--- config.mk ---
export PLATFORM = sky130hd
export DESIGN_NAME = alu_mdw
export DESIGN_NICKNAME = d
export VERILOG_FILES = /design/src/rtl/alu_mdw_pkg.sv /design/src/rtl/alu_core.sv /design/src/rtl/dly_table.sv /design/src/rtl/hs_ctrl.sv /design/src/rtl/alu_mdw.sv
export SDC_FILE = /design/constraint.sdc
export NUM_CORES = 1
export LEC_CHECK = 0
export BUFFER_PORTS_ARGS = -buffer_cell sky130_fd_sc_hd__buf_2
export CORE_MARGIN = 4
export CORE_UTILIZATION = 53
export CTS_CLUSTER_SIZE = 24
export DETAILED_ROUTE_END_ITERATION = 6
export PLACE_DENSITY = 0.82
export SLEW_MARGIN = 20
export SYNTH_ARGS = -nofsm -noshare
export SYNTH_HDL_FRONTEND = slang
export SYNTH_SLANG_ARGS = --single-unit
--- constraint.sdc ---
create_clock -name clk -period 14.7 [get_ports clk]
set_input_delay 2.94 -clock clk [delete_from_list [all_inputs] [get_ports clk]]
set_output_delay 2.94 -clock clk [all_outputs]
set_load 0.02 [all_outputs]
--- src/rtl/alu_mdw_pkg.sv ---
// Package: operation codes and the delay-to-unit conversion shared by the
// wrapper. Assumes delays in picoseconds and a margin in whole percent.
package alu_mdw_pkg;

    localparam int OPW  = 3;
    localparam int NOPS = 8;

    typedef enum logic [OPW-1:0] {
        OP_ADD = 3'd0,
        OP_SUB = 3'd1,
        OP_AND = 3'd2,
        OP_OR  = 3'd3,
        OP_XOR = 3'd4,
        OP_MUL = 3'd5,
        OP_DIV = 3'd6,
        OP_RSV = 3'd7
    } alu_op_e;

    // Converts a critical path with margin into a rounded-up unit count.
    function automatic int unsigned dly_units(input int unsigned path_ps,
                                              input int unsigned unit_ps,
                                              input int unsigned margin_pct);
        int unsigned num;
        int unsigned den;
        int unsigned q;
        num = path_ps * (100 + margin_pct);
        den = 100 * unit_ps;
        q   = (num + den - 1) / den;
        return (q == 0) ? 1 : q;
    endfunction

    // Larger of two counts.
    function automatic int unsigned umax(input int unsigned x, input int unsigned y);
        return (x > y) ? x : y;
    endfunction

endpackage

--- src/rtl/alu_core.sv ---
// alu_core: purely combinational ALU for the latched operation.
// Assumes its inputs are held stable by the handshake controller.
module alu_core
    import alu_mdw_pkg::*;
#(
    parameter int W = 8
) (
    input  alu_op_e        op,
    input  logic [W-1:0]   a,
    input  logic [W-1:0]   b,
    output logic [W-1:0]   y
);
    localparam int PW = 2 * W;

    logic [PW-1:0] prod;

    // Full-width product, low half used below.
    always_comb prod = PW'(a) * PW'(b);

    // Operation select.
    always_comb begin
        case (op)
            OP_ADD:  y = a + b;
            OP_SUB:  y = a - b;
            OP_AND:  y = a & b;
            OP_OR:   y = a | b;
            OP_XOR:  y = a ^ b;
            OP_MUL:  y = prod[W-1:0];
            OP_DIV:  y = (b == '0) ? '1 : (a / b);
            default: y = '0;
        endcase
    end
endmodule

--- src/rtl/dly_table.sv ---
// dly_table: per-opcode lookup of matched-delay unit counts built from
// parameters. Assumes CW is wide enough for the largest count; unrecognised
// codes map to the largest entry.
module dly_table
    import alu_mdw_pkg::*;
#(
    parameter int unsigned UNIT_PS    = 100,
    parameter int unsigned MARGIN_PCT = 50,
    parameter int unsigned T_ADD_PS   = 1200,
    parameter int unsigned T_SUB_PS   = 1300,
    parameter int unsigned T_AND_PS   = 300,
    parameter int unsigned T_OR_PS    = 300,
    parameter int unsigned T_XOR_PS   = 400,
    parameter int unsigned T_MUL_PS   = 6000,
    parameter int unsigned T_DIV_PS   = 9000,
    parameter int          CW         = 8
) (
    input  alu_op_e        op,
    output logic [CW-1:0]  units
);
    localparam int unsigned U_ADD = dly_units(T_ADD_PS, UNIT_PS, MARGIN_PCT);
    localparam int unsigned U_SUB = dly_units(T_SUB_PS, UNIT_PS, MARGIN_PCT);
    localparam int unsigned U_AND = dly_units(T_AND_PS, UNIT_PS, MARGIN_PCT);
    localparam int unsigned U_OR  = dly_units(T_OR_PS,  UNIT_PS, MARGIN_PCT);
    localparam int unsigned U_XOR = dly_units(T_XOR_PS, UNIT_PS, MARGIN_PCT);
    localparam int unsigned U_MUL = dly_units(T_MUL_PS, UNIT_PS, MARGIN_PCT);
    localparam int unsigned U_DIV = dly_units(T_DIV_PS, UNIT_PS, MARGIN_PCT);
    localparam int unsigned U_MAX = umax(umax(umax(U_ADD, U_SUB), umax(U_AND, U_OR)),
                                         umax(umax(U_XOR, U_MUL), U_DIV));

    // Entry for a given code index.
    function automatic int unsigned pick(input int idx);
        case (idx)
            0:       return U_ADD;
            1:       return U_SUB;
            2:       return U_AND;
            3:       return U_OR;
            4:       return U_XOR;
            5:       return U_MUL;
            6:       return U_DIV;
            default: return U_MAX;
        endcase
    endfunction

    logic [CW-1:0] tab [NOPS];

    for (genvar g = 0; g < NOPS; g++) begin : g_tab
        assign tab[g] = CW'(pick(g));
    end

    // Table read by the live opcode.
    assign units = tab[op];
endmodule

--- src/rtl/hs_ctrl.sv ---
// hs_ctrl: four-phase handshake sequencer with matched-delay countdown.
// Assumes req is synchronous to clk; latches op/operands on the starting edge.
module hs_ctrl
    import alu_mdw_pkg::*;
#(
    parameter int W  = 8,
    parameter int CW = 8
) (
    input  logic           clk,
    input  logic           rst_n,
    input  logic           req,
    input  alu_op_e        op_in,
    input  logic [W-1:0]   a_in,
    input  logic [W-1:0]   b_in,
    input  logic [CW-1:0]  units,
    output alu_op_e        op_q,
    output logic [W-1:0]   a_q,
    output logic [W-1:0]   b_q,
    output logic           ack,
    output logic           proto_err
);
    typedef enum logic [1:0] {S_IDLE, S_BUSY, S_DONE} hs_state_e;

    hs_state_e      state, state_nx;
    logic [CW-1:0]  cnt, cnt_nx;
    logic           start;

    assign start = (state == S_IDLE) && req;

    // Next state and countdown.
    always_comb begin
        state_nx = state;
        cnt_nx   = cnt;
        case (state)
            S_IDLE: if (req) begin
                state_nx = S_BUSY;
                cnt_nx   = units;
            end
            S_BUSY: if (!req) begin
                state_nx = S_IDLE;
            end else if (cnt <= CW'(1)) begin
                state_nx = S_DONE;
            end else begin
                cnt_nx = cnt - CW'(1);
            end
            S_DONE: if (!req) state_nx = S_IDLE;
            default: state_nx = S_IDLE;
        endcase
    end

    // State, counter, acknowledge and error registers.
    always_ff @(posedge clk) begin
        if (!rst_n) begin
            state     <= S_IDLE;
            cnt       <= '0;
            ack       <= 1'b0;
            proto_err <= 1'b0;
        end else begin
            state     <= state_nx;
            cnt       <= cnt_nx;
            ack       <= (state_nx == S_DONE);
            proto_err <= (state == S_BUSY) && !req;
        end
    end

    // Operand and opcode capture on the starting edge only.
    always_ff @(posedge clk) begin
        if (!rst_n) begin
            op_q <= OP_ADD;
            a_q  <= '0;
            b_q  <= '0;
        end else if (start) begin
            op_q <= op_in;
            a_q  <= a_in;
            b_q  <= b_in;
        end
    end
endmodule

--- src/rtl/alu_mdw.sv ---
// alu_mdw: ALU with operation-matched completion acknowledge.
// Assumes clk period equals one unit delay and req is synchronous to clk.
module alu_mdw
    import alu_mdw_pkg::*;
#(
    parameter int          W          = 8,
    parameter int unsigned UNIT_PS    = 100,
    parameter int unsigned MARGIN_PCT = 50,
    parameter int unsigned T_ADD_PS   = 1200,
    parameter int unsigned T_SUB_PS   = 1300,
    parameter int unsigned T_AND_PS   = 300,
    parameter int unsigned T_OR_PS    = 300,
    parameter int unsigned T_XOR_PS   = 400,
    parameter int unsigned T_MUL_PS   = 6000,
    parameter int unsigned T_DIV_PS   = 9000
) (
    input  logic           clk,
    input  logic           rst_n,
    input  logic           req,
    input  logic [2:0]     op,
    input  logic [W-1:0]   a,
    input  logic [W-1:0]   b,
    output logic [W-1:0]   result,
    output logic           ack,
    output logic           proto_err
);
    localparam int unsigned U_TOP = umax(umax(
        umax(dly_units(T_ADD_PS, UNIT_PS, MARGIN_PCT), dly_units(T_SUB_PS, UNIT_PS, MARGIN_PCT)),
        umax(dly_units(T_AND_PS, UNIT_PS, MARGIN_PCT), dly_units(T_OR_PS,  UNIT_PS, MARGIN_PCT))),
        umax(umax(dly_units(T_XOR_PS, UNIT_PS, MARGIN_PCT), dly_units(T_MUL_PS, UNIT_PS, MARGIN_PCT)),
             dly_units(T_DIV_PS, UNIT_PS, MARGIN_PCT)));
    localparam int CW = $clog2(U_TOP + 1);

    alu_op_e        op_live, op_q;
    logic [W-1:0]   a_q, b_q;
    logic [CW-1:0]  units;

    assign op_live = alu_op_e'(op);

    dly_table #(
        .UNIT_PS(UNIT_PS), .MARGIN_PCT(MARGIN_PCT),
        .T_ADD_PS(T_ADD_PS), .T_SUB_PS(T_SUB_PS), .T_AND_PS(T_AND_PS),
        .T_OR_PS(T_OR_PS), .T_XOR_PS(T_XOR_PS), .T_MUL_PS(T_MUL_PS),
        .T_DIV_PS(T_DIV_PS), .CW(CW)
    ) u_tab (
        .op    (op_live),
        .units (units)
    );

    hs_ctrl #(.W(W), .CW(CW)) u_hs (
        .clk       (clk),
        .rst_n     (rst_n),
        .req       (req),
        .op_in     (op_live),
        .a_in      (a),
        .b_in      (b),
        .units     (units),
        .op_q      (op_q),
        .a_q       (a_q),
        .b_q       (b_q),
        .ack       (ack),
        .proto_err (proto_err)
    );

    alu_core #(.W(W)) u_alu (
        .op (op_q),
        .a  (a_q),
        .b  (b_q),
        .y  (result)
    );
endmodule

; ---- Word-level counts from Yosys, hierarchy flattened
; Memory sizes are Yosys's and may differ from the RTL's.
; Index checks and enable logic that the tools add are counted.
[word_totals]
word_cells = 52
reg_bits = 31
in_bits = 22
mem_count = 1
output_inout_bits = 10
latch_bits = 0
romBits = 64
mem_bits_rw = 0
[mem_list]
columns = memory, words, word_bits, rd, rd_clocked_by_memory_dff, wr, line
row1 = (no name shown), 8, 8, 1, 0, 0, dly_table.sv:52  ; assign units = tab[op];
[op_classes]
n_addsub = 3
n_mux = 13
bitwise = 4
div = 1
reduce_logical = 8
order_cmp = 2
n_eq_ne = 12
shift = 0
n_mul = 1
[op_table]
columns = op, count
row1 = one-hot mux 8 bit (7 select lines), 1
row2 = two-way mux 8 bit, 6
row3 = one-hot mux 8 bit (2 select lines), 1
row4 = "== test 3 bit, second input constant", 3
row5 = adder 8 bit, 1
row6 = bitwise AND 8 bit, 1
row7 = divider 8 x 8 -> 8 bit, 1
row8 = "<= comparator 8 x 1 -> 1 bit, second input constant", 1
row9 = logical NOT 8 bit, 1
row10 = multiplier 8 x 8 -> 8 bit, 1
row11 = two-way mux 2 bit, 4
row12 = OR 8 bit, 1
row13 = "subtractor 8 x 1 -> 8 bit, second input constant", 1
row14 = subtractor 8 bit, 1
row15 = bitwise XOR 8 bit, 1
row16 = "== test 3 x 2 -> 1 bit, second input constant", 2
row17 = "!= test 2 bit, second input constant", 3
row18 = one-hot mux 2 bit (3 select lines), 1
row19 = "== test 2 bit, second input constant", 2
row20 = ">= comparator 4 bit, second input constant", 1
row21 = inverter 3 -> 4 bit, 1
row22 = AND reduction 4 bit, 1
row23 = "== test 3 x 1 -> 1 bit, second input constant", 1
row24 = logical NOT 3 bit, 1
row25 = 5 further kinds, 6

; ---- Depth between registers and ports, before layout
; Gate-level depths: netlist of the first run.
[depth]
word_depth = 6
mapped_depth = 52
mapped_depth_nobuf = 51

; ---- Modules after synthesis
; From an unflattened synthesis of the first run, not the netlist that was laid out.
[unflattened]
hier_cells = 657
hier_area_um2 = 4956.0
[modules_own_cells]
columns = module, cells_each, seq_area_each_um2, area_each_um2, n_inst
row1 = alu_core, 479, 0.0, 3570.9, 1
row2 = hs_ctrl, 166, 620.6, 1313.8, 1
row3 = dly_table, 12, 0.0, 71.3, 1

; ---- Worst setup path after synthesis of the first run
; OpenSTA, ideal clock, no wires.
[synth_timing]
kind = reg2out
start = reg u_hs.b_q[0]
end = out result[0]
path_stages_with_launch = 50
t_required_ns = 11.760
setup_slack_ns = 0.654
path_buffers = 1
arrival_time_ns = 11.106
cell_sequence = dfxtp_1 -> inv_1 -> ha_1 -> o21bai_1 -> nor2_1 -> nor2_1 -> a21oi_1 -> ha_1 -> or4b_2 -> o211ai_1 -> o22ai_1 -> ha_1 -> o211ai_1 -> a211o_1 -> or3_1 -> nand2_1 -> ha_1 -> a21oi_1 -> [14 not listed] -> o211a_1 -> clkbuf_1 -> mux2_2 -> inv_1 -> ha_1 -> o21a_1 -> o21ai_0 -> nor4b_1 -> nor4b_1 -> o21ai_0 -> a21oi_1 -> mux2_2 -> ha_1 -> a21o_1 -> a21oi_1 -> o21ai_0 -> a211oi_1 -> o21ai_0
[synth_between]
elab_chain_len = 3
word_cells_on_any_way = 10
cone_classes = 2 x add/sub / 1 x mul / 1 x div / 2 x mux / 3 x bitwise / 1 x reduce/logical
[synth_rtl]
columns = element, line
row1 = from (decl), hs_ctrl.sv:18  ; output logic [W-1:0] b_q,
row2 = from (signal assigned), hs_ctrl.sv:75  ; b_q <= b_in;
row3 = divider 8 x 8 -> 8 bit / logical NOT 8 bit (equally long branches), alu_core.sv:29  ; OP_DIV: y = (b == '0) ? '1 : (a / b);
row4 = two-way mux 8 bit, alu_core.sv:29
row5 = one-hot mux 8 bit (7 select lines) *, alu_core.sv:22  ; case (op)
row6 = to (decl), alu_mdw.sv:23  ; output logic [W-1:0] result,
; Every way passes the cells marked *; elsewhere a longest branch is shown, timed or not.

; ---- Worst setup path in the final report of the first run
[layout_timing]
start = reg u_hs.b_q[5]
end = out result[0]
[layout_between]
elab_chain_len = 3
word_cells_on_any_way = 4
cone_classes = 1 x div / 2 x mux / 1 x reduce/logical
[layout_rtl]
columns = element, line
row1 = divider 8 x 8 -> 8 bit / logical NOT 8 bit (equally long branches), alu_core.sv:29
row2 = two-way mux 8 bit *, alu_core.sv:29
row3 = one-hot mux 8 bit (7 select lines) *, alu_core.sv:22
; Marked as above.

==> flow_summary.yaml, run 1 <==
finish:
  fin_area_um2: 5210
  fin_nets: 749
  syn_to_final_growth_pct: 10.4
  diodes: 0
  fillers: 763
  fin_cells: 742
  multi_input_area_um2: 3920
  register_area_um2: 623
  drive_gt1_frac: 0.148
pwr:
  vdd_ir_drop_max_mv: 0.224
  powerDensity_nw_per_um2: 291
  p_leak_nw: 2.31
  fin_total_pwr_mw: 1.52
floorplanning:
  coreArea_um2: 8680
  floorplan.initialDensity: 0.544
  die_area_um2: 10500
  die_x_um: 102
  dieHeight_um: 102
  rows: 34
  pin_count: 32
synthesis:
  yosys.area.top_type_share: 0.215
  yosys_register_bits: 31
  ys.warnings.count: 0
  synth_edf_count: 0
  syn-num-nets: 721
  ys_seq_area_frac: 0.131
  synth_area_um2: 4720
  synth.area.top_cells: "ha_1, dfxtp_1, nand2_1, fa_1, xnor2_1"
  synth_ff_type: "dfxtp_1"
  synth_area_leader_cell: "ha_1"
  avgSynthCellArea_um2: 7.80
  synthCells: 605
  synthArstFlopShare: 0
  yosysUniqueCellTypes: 60
timing:
  drv_slew: 0
  finalHoldViolations: 0
  setup_viol: 0
  fmax_mhz: 70.6
  fin_crit_sh: 0.963
  tightest_slew_ns: 0.892
  skew_ns: 0.0108
  min_period_ns: 14.16
  max-slew-margin-rel: 0.405
  final.setup.tns_ns: 0
  fin_ws_ns: 0.544
flow_run:
  max_cap_violations: 0
critical_path:
  start_kind: "flop"
  crit_type: "reg2out"
  crit_slowest_cell: "or4b_2"
  slowest_delay_ns: 0.65
  end_kind: "primary output"
  arrival_ns: 11.22
  required_ns: 11.76
  critical_path.max_fanout: 8
clocking:
  htree_levels: 2
  numCtsBuffers: 5
  clkTransAtPathRegs_ns: 0.07
  cts_tree: "built"
  clock_path_buffers: 2
  clk_latency_ns: 0.28
  cts_root_buf: "clkbuf_8"
  cts_sinks: 31
  hold_buffers: 0
min_path:
  hold_path.class: "reg2reg"
routing:
  routed_via_density: 6.20
  dr.pass1.iters: 5
  antenna_left: 0
  wl_per_cell_um: 17.7
  drc_errors: 0
  drt_iter0_drc: 423
  vias: 4598
  drt_wl_total_um: 13100
global_routing:
  grt_max_degree: 32
  grt_pass1_wl_um: 21100
  overflow: 0
  grt_pass1_vias: 4366
  antenna_found_initial: 0
  grt_usage: 0.251
place:
  place_area_um2: 4960
  hpwl_um: 9940
  place_congestion: 0.949
  dpl_worst_slack_ns: 0.236
  port_buffers: 31
  placed_cells: 726
run_status:
  outcome: "completed"
[path summary, 6_finish.rpt]
kind	slack, ns	cells after the start	to	start
setup / recovery	0.54	51	result[0]	u_hs.b_q[5]
hold / removal	0.49	2	u_hs.cnt[1]	u_hs.cnt[1]
setup reg to reg	12.27	7	u_hs.b_q[6]	u_hs.cnt[0]
hold reg to reg	0.49	2	u_hs.cnt[1]	u_hs.cnt[1]
[worst max-delay path: cells and delay by family, from the launching register on]
| kind | cells | cell delay (ns) |
|---|---|---|
| compound gates | 25 | 4.07 |
| simple gates | 10 | 2.36 |
| fa+ha+maj | 7 | 1.95 |
| mux | 4 | 1.28 |
| buf+inv | 5 | 0.84 |
| flops | 1 | 0.42 |
[stage by stage]
stage	hold slack, ns	util
3_3_place_gp	0.472	0.571
6_report	0.492	0.600
5_1_grt	0.517	0.600
4_1_cts	0.497	0.582
2_1_floorplan	0.457	-
3_5_place_dp	0.488	0.571
[kinds of logic (layout without fill, tap and decap cells)]
group	count (synthesis)	in the layout	synth area share
XOR/XNOR	37	37	0.0745
flip-flops	31	31	0.131
buffers and inverters	73	102	0.0599
AO/OA/AOI/OAI	154	154	0.219
AND/OR/NAND/NOR	191	191	0.187
multiplexers	25	25	0.0578
adder cells (fa/ha/maj)	94	94	0.270
[where the power goes]
part	switching [mW]	leakage [nW]	total, mW	internal [mW]
clock	0.0322	0.0412	0.0652	0.0330
combinational	0.674	2.01	1.35	0.673
sequential	0.0155	0.255	0.106	0.0904
total	0.721	2.31	1.52	0.797
[layout make-up]
type	count	share of cell area
clock buffers	6	0.0139
inverters	49	0.0353
multi-input cells	501	0.752
flip-flops and latches	31	0.120
well taps	108	0.0259
repair buffers	45	0.0507
clock inverters	2	0.00240
[layout by cell type, fill, tap and decap left out, drive strengths merged, types with 5 or more instances in the layout]
master / netlist / layout
nor2: 52 / 52
a22oi: 6 / 6
nand2: 74 / 74
nand3: 5 / 5
clkbuf: 20 / 6
a21oi: 31 / 31
xnor2: 26 / 26
nand2b: 9 / 9
inv: 49 / 49
dfxtp: 31 / 31
fa: 13 / 13
buf: 4 / 45
mux2: 15 / 15
mux2i: 10 / 10
nor2b: 8 / 8
o21a: 9 / 9
a21o: 5 / 5
o211ai: 8 / 8
a21boi: 27 / 27
ha: 81 / 81
o21ai: 32 / 32
a31oi: 7 / 7
nor3: 13 / 13
xor2: 9 / 9
[sequential cells by signal, summed over array words and instances, names as in the netlist]
register / flops
u_hs.a_q: 8
u_hs.b_q: 8
u_hs.state: 2
u_hs.proto_err: 1
u_hs.ack: 1
u_hs.cnt: 8
u_hs.op_q: 3
[synth_stat cells, types with 6 or more instances]
| library cell | instances |
|---|---|
| mux2_2 | 14 |
| a22oi_1 | 6 |
| o21a_1 | 9 |
| a21boi_0 | 27 |
| mux2i_1 | 10 |
| xor2_1 | 9 |
| ha_1 | 81 |
| dfxtp_1 | 31 |
| o211ai_1 | 8 |
| fa_1 | 13 |
| a21oi_1 | 31 |
| nand2_1 | 74 |
| o21ai_0 | 31 |
| xnor2_1 | 26 |
| inv_1 | 49 |
| nor3_1 | 13 |
| clkbuf_1 | 20 |
| nor2b_1 | 8 |
| nand2b_1 | 9 |
| a31oi_1 | 7 |
| nor2_1 | 52 |
[metal layers]
layer	wire length, um	vias to the layer above	track usage	share of wire
met1	5580	2146	0.341	0.43
met3	1010	42	0.0253	0.077
met2	6100	222	0.413	0.47
met4	419	0	0.0888	0.032
li1	-	2188	-	-
met5	0	-	0	0
[repair_timing]
item | 4_1_cts | 5_1_grt
endpoints found under the setup margin | 1 | 1
setup buffers | 0 | 8
resized for setup | 2 | 26
pin swaps | 0 | 12
(Power assumes the default switching activity.)
==> run 2, diff against run 1 <==
CORE_UTILIZATION = 30   (was 53)
CTS_BUF_LIST = sky130_fd_sc_hd__clkbuf_4 sky130_fd_sc_hd__clkbuf_8   (was default)
MAX_ROUTING_LAYER = met4   (was default)
PLACE_DENSITY = 0.55   (was 0.82)
==> run 2 against run 1 <==
Critical path depth unchanged. Setup slack gained 0.12 ns. Non-clock buffer count grew 6. Critical path type unchanged. Largest cell class unchanged. Via count decreased by 4.3%. Clock-buffer cell count did not move.
==> flow_summary.yaml, run 2 (synthesis gave the netlist of run 1 again) <==
critical_path:
  arrival_ns: 11.09
  r2r_end: "u_hs.b_q[5]"
  critical_path.max_fanout: 9
  reg2reg_depth: 7
  crit_type: "reg2out"
  r2r_start: "u_hs.cnt[0]"
  start_kind: "flop"
  crit_slowest_cell: "or4b_2"
  slowest_delay_ns: 0.64
  cpMostUsedCell: "ha_1"
  end_kind: "primary output"
  required_ns: 11.76
  rrSetupSlack_ns: 12.25
timing:
  fmax_mhz: 71.3
  hold_slack_ns: 0.514
  finalHoldViolations: 0
  drv_slew: 0
  fin_crit_sh: 0.955
  max-slew-margin-rel: 0.529
  min_period_ns: 14.03
  skew_ns: 0.00857
  setup_viol: 0
  tightest_slew_ns: 0.705
clocking:
  cts_tree: "built"
  hold_buffers: 0
  clkTransAtPathRegs_ns: 0.07
  numCtsBuffers: 5
  htree_levels: 2
  clk_latency_ns: 0.29
  cts_root_buf: "clkbuf_8"
  clock_path_buffers: 2
  cts_sinks: 31
finish:
  register_area_um2: 623
  fillers: 1614
  layout_common_cells: "ha_1, nand2_1, inv_1, nor2_1, buf_2"
  final_common_cell: "ha_1"
  fin_cells: 851
  post-route-util: 0.353
  drive_gt1_frac: 0.156
  fin_nets: 755
  reg.largest.list: "u_hs.a_q: 8 flops, u_hs.b_q: 8 flops, u_hs.cnt: 8 flops"
  multi_input_area_um2: 3910
  diodes: 0
  syn_to_final_growth_pct: 14.4
pwr:
  p_sw_uw: 698
  p_leak_nw: 2.36
  pwr-share-seq: 0.068
  clockPowerShare: 0.057
  powerDensity_nw_per_um2: 282
  power.internal_uw: 823
  swShare: 0.459
  vdd_ir_drop_max_mv: 0.232
  fin_total_pwr_mw: 1.52
  power_frac_comb: 0.875
global_routing:
  grt_pass1_vias: 4354
  overflow: 0
  grt_max_degree: 32
  grt_usage: 0.155
  grt_pass1_wl_um: 22300
  antenna_found_initial: 0
run_status:
  outcome: "completed"
place:
  hpwl_um: 10400
  port_buffers: 31
  place_congestion: 0.911
  placed_cells: 833
flow_run:
  max_cap_violations: 0
routing:
  drt_wl_total_um: 13500
  drc_errors: 0
  dr.pass1.iters: 4
  drt_iter0_drc: 202
  wl_per_cell_um: 15.9
  routed_via_density: 5.17
  antenna_left: 0
  vias: 4399
min_path:
  hold_depth: 2
  min_delay_worst_endpoint: "u_hs.cnt[6]"
  hold_start: "u_hs.cnt[6]"
  hold_path.class: "reg2reg"
floorplanning:
  die_area_um2: 17800
  pin_count: 32
  die_x_um: 133
  coreArea_um2: 15300
  dieHeight_um: 133
  floorplan.initialDensity: 0.308
  rows: 45
[run 2: worst max path at each step]
| stage | endpoint | from | cells after the start | slack (ns) |
|---|---|---|---|---|
| after floorplan | result[0] | u_hs.b_q[0] | 49 | 0.65 |
| after global placement | result[0] | u_hs.a_q[7] | 49 | 0.80 |
| after detailed placement | result[0] | u_hs.a_q[7] | 51 | 0.28 |
| after CTS | result[0] | u_hs.a_q[7] | 49 | 0.008 |
| after global routing | result[0] | u_hs.b_q[7] | 53 | -0.04 |
| final | result[0] | u_hs.b_q[7] | 51 | 0.67 |
[run 2: repair_timing]
action / in CTS / in global routing
resized for setup: 1 / 26
endpoints found under the setup margin: 1 / 1
gates cloned: 0 / 0
setup buffers: 0 / 10
pin swaps: 0 / 12
hold endpoints to repair: 0 / 0
[run 2: through the flow]
| step | cell area (um^2) | worst slack [ns] | setup TNS (ns) |
|---|---|---|---|
| 2_1_floorplan | 4720 | 0.654 | 0 |
| 3_3_place_gp | 5120 | 0.803 | 0 |
| 3_5_place_dp | 5120 | 0.284 | 0 |
| 4_1_cts | 5230 | 0.00792 | 0 |
| 5_1_grt | 5400 | -0.0358 | -0.0358 |
| 6_report | 5400 | 0.668 | 0 |
[run 2: layout make-up]
type | count | share of cell area
flip-flops and latches | 31 | 0.115
inverters | 49 | 0.0341
repair buffers | 51 | 0.0565
clock inverters | 2 | 0.00649
multi-input cells | 501 | 0.723
well taps | 211 | 0.0489
clock buffers | 6 | 0.0153
[run 2: metal layers]
metal,GRT usage,routed length [um],up-vias
li1,-,-,2198
met1,0.212,6610,2103
met2,0.249,6210,86
met3,0.0144,508,12
met4,0.0343,173,0
met5,-,0,-
[run 2: critical path, delay by kind of cell, from the launching register on]
| kind | cells | cell delay, ns |
|---|---|---|
| AOI/OAI and AO/OA | 25 | 4.02 |
| adders and majority gates | 7 | 2.08 |
| buffers and inverters | 5 | 0.75 |
| DFF | 1 | 0.29 |
| muxes | 4 | 1.40 |
| and+or+nand+nor | 10 | 2.27 |
[run 2: power groups by stage]
stage,combinational (mW),clock (mW),sequential (mW)
2_1_floorplan,0.977,0,0.0985
3_3_place_gp,1.19,0,0.104
3_5_place_dp,1.21,0,0.104
4_1_cts,1.22,0.0900,0.103
5_1_grt,1.50,0.0940,0.104
6_report,1.33,0.0871,0.103
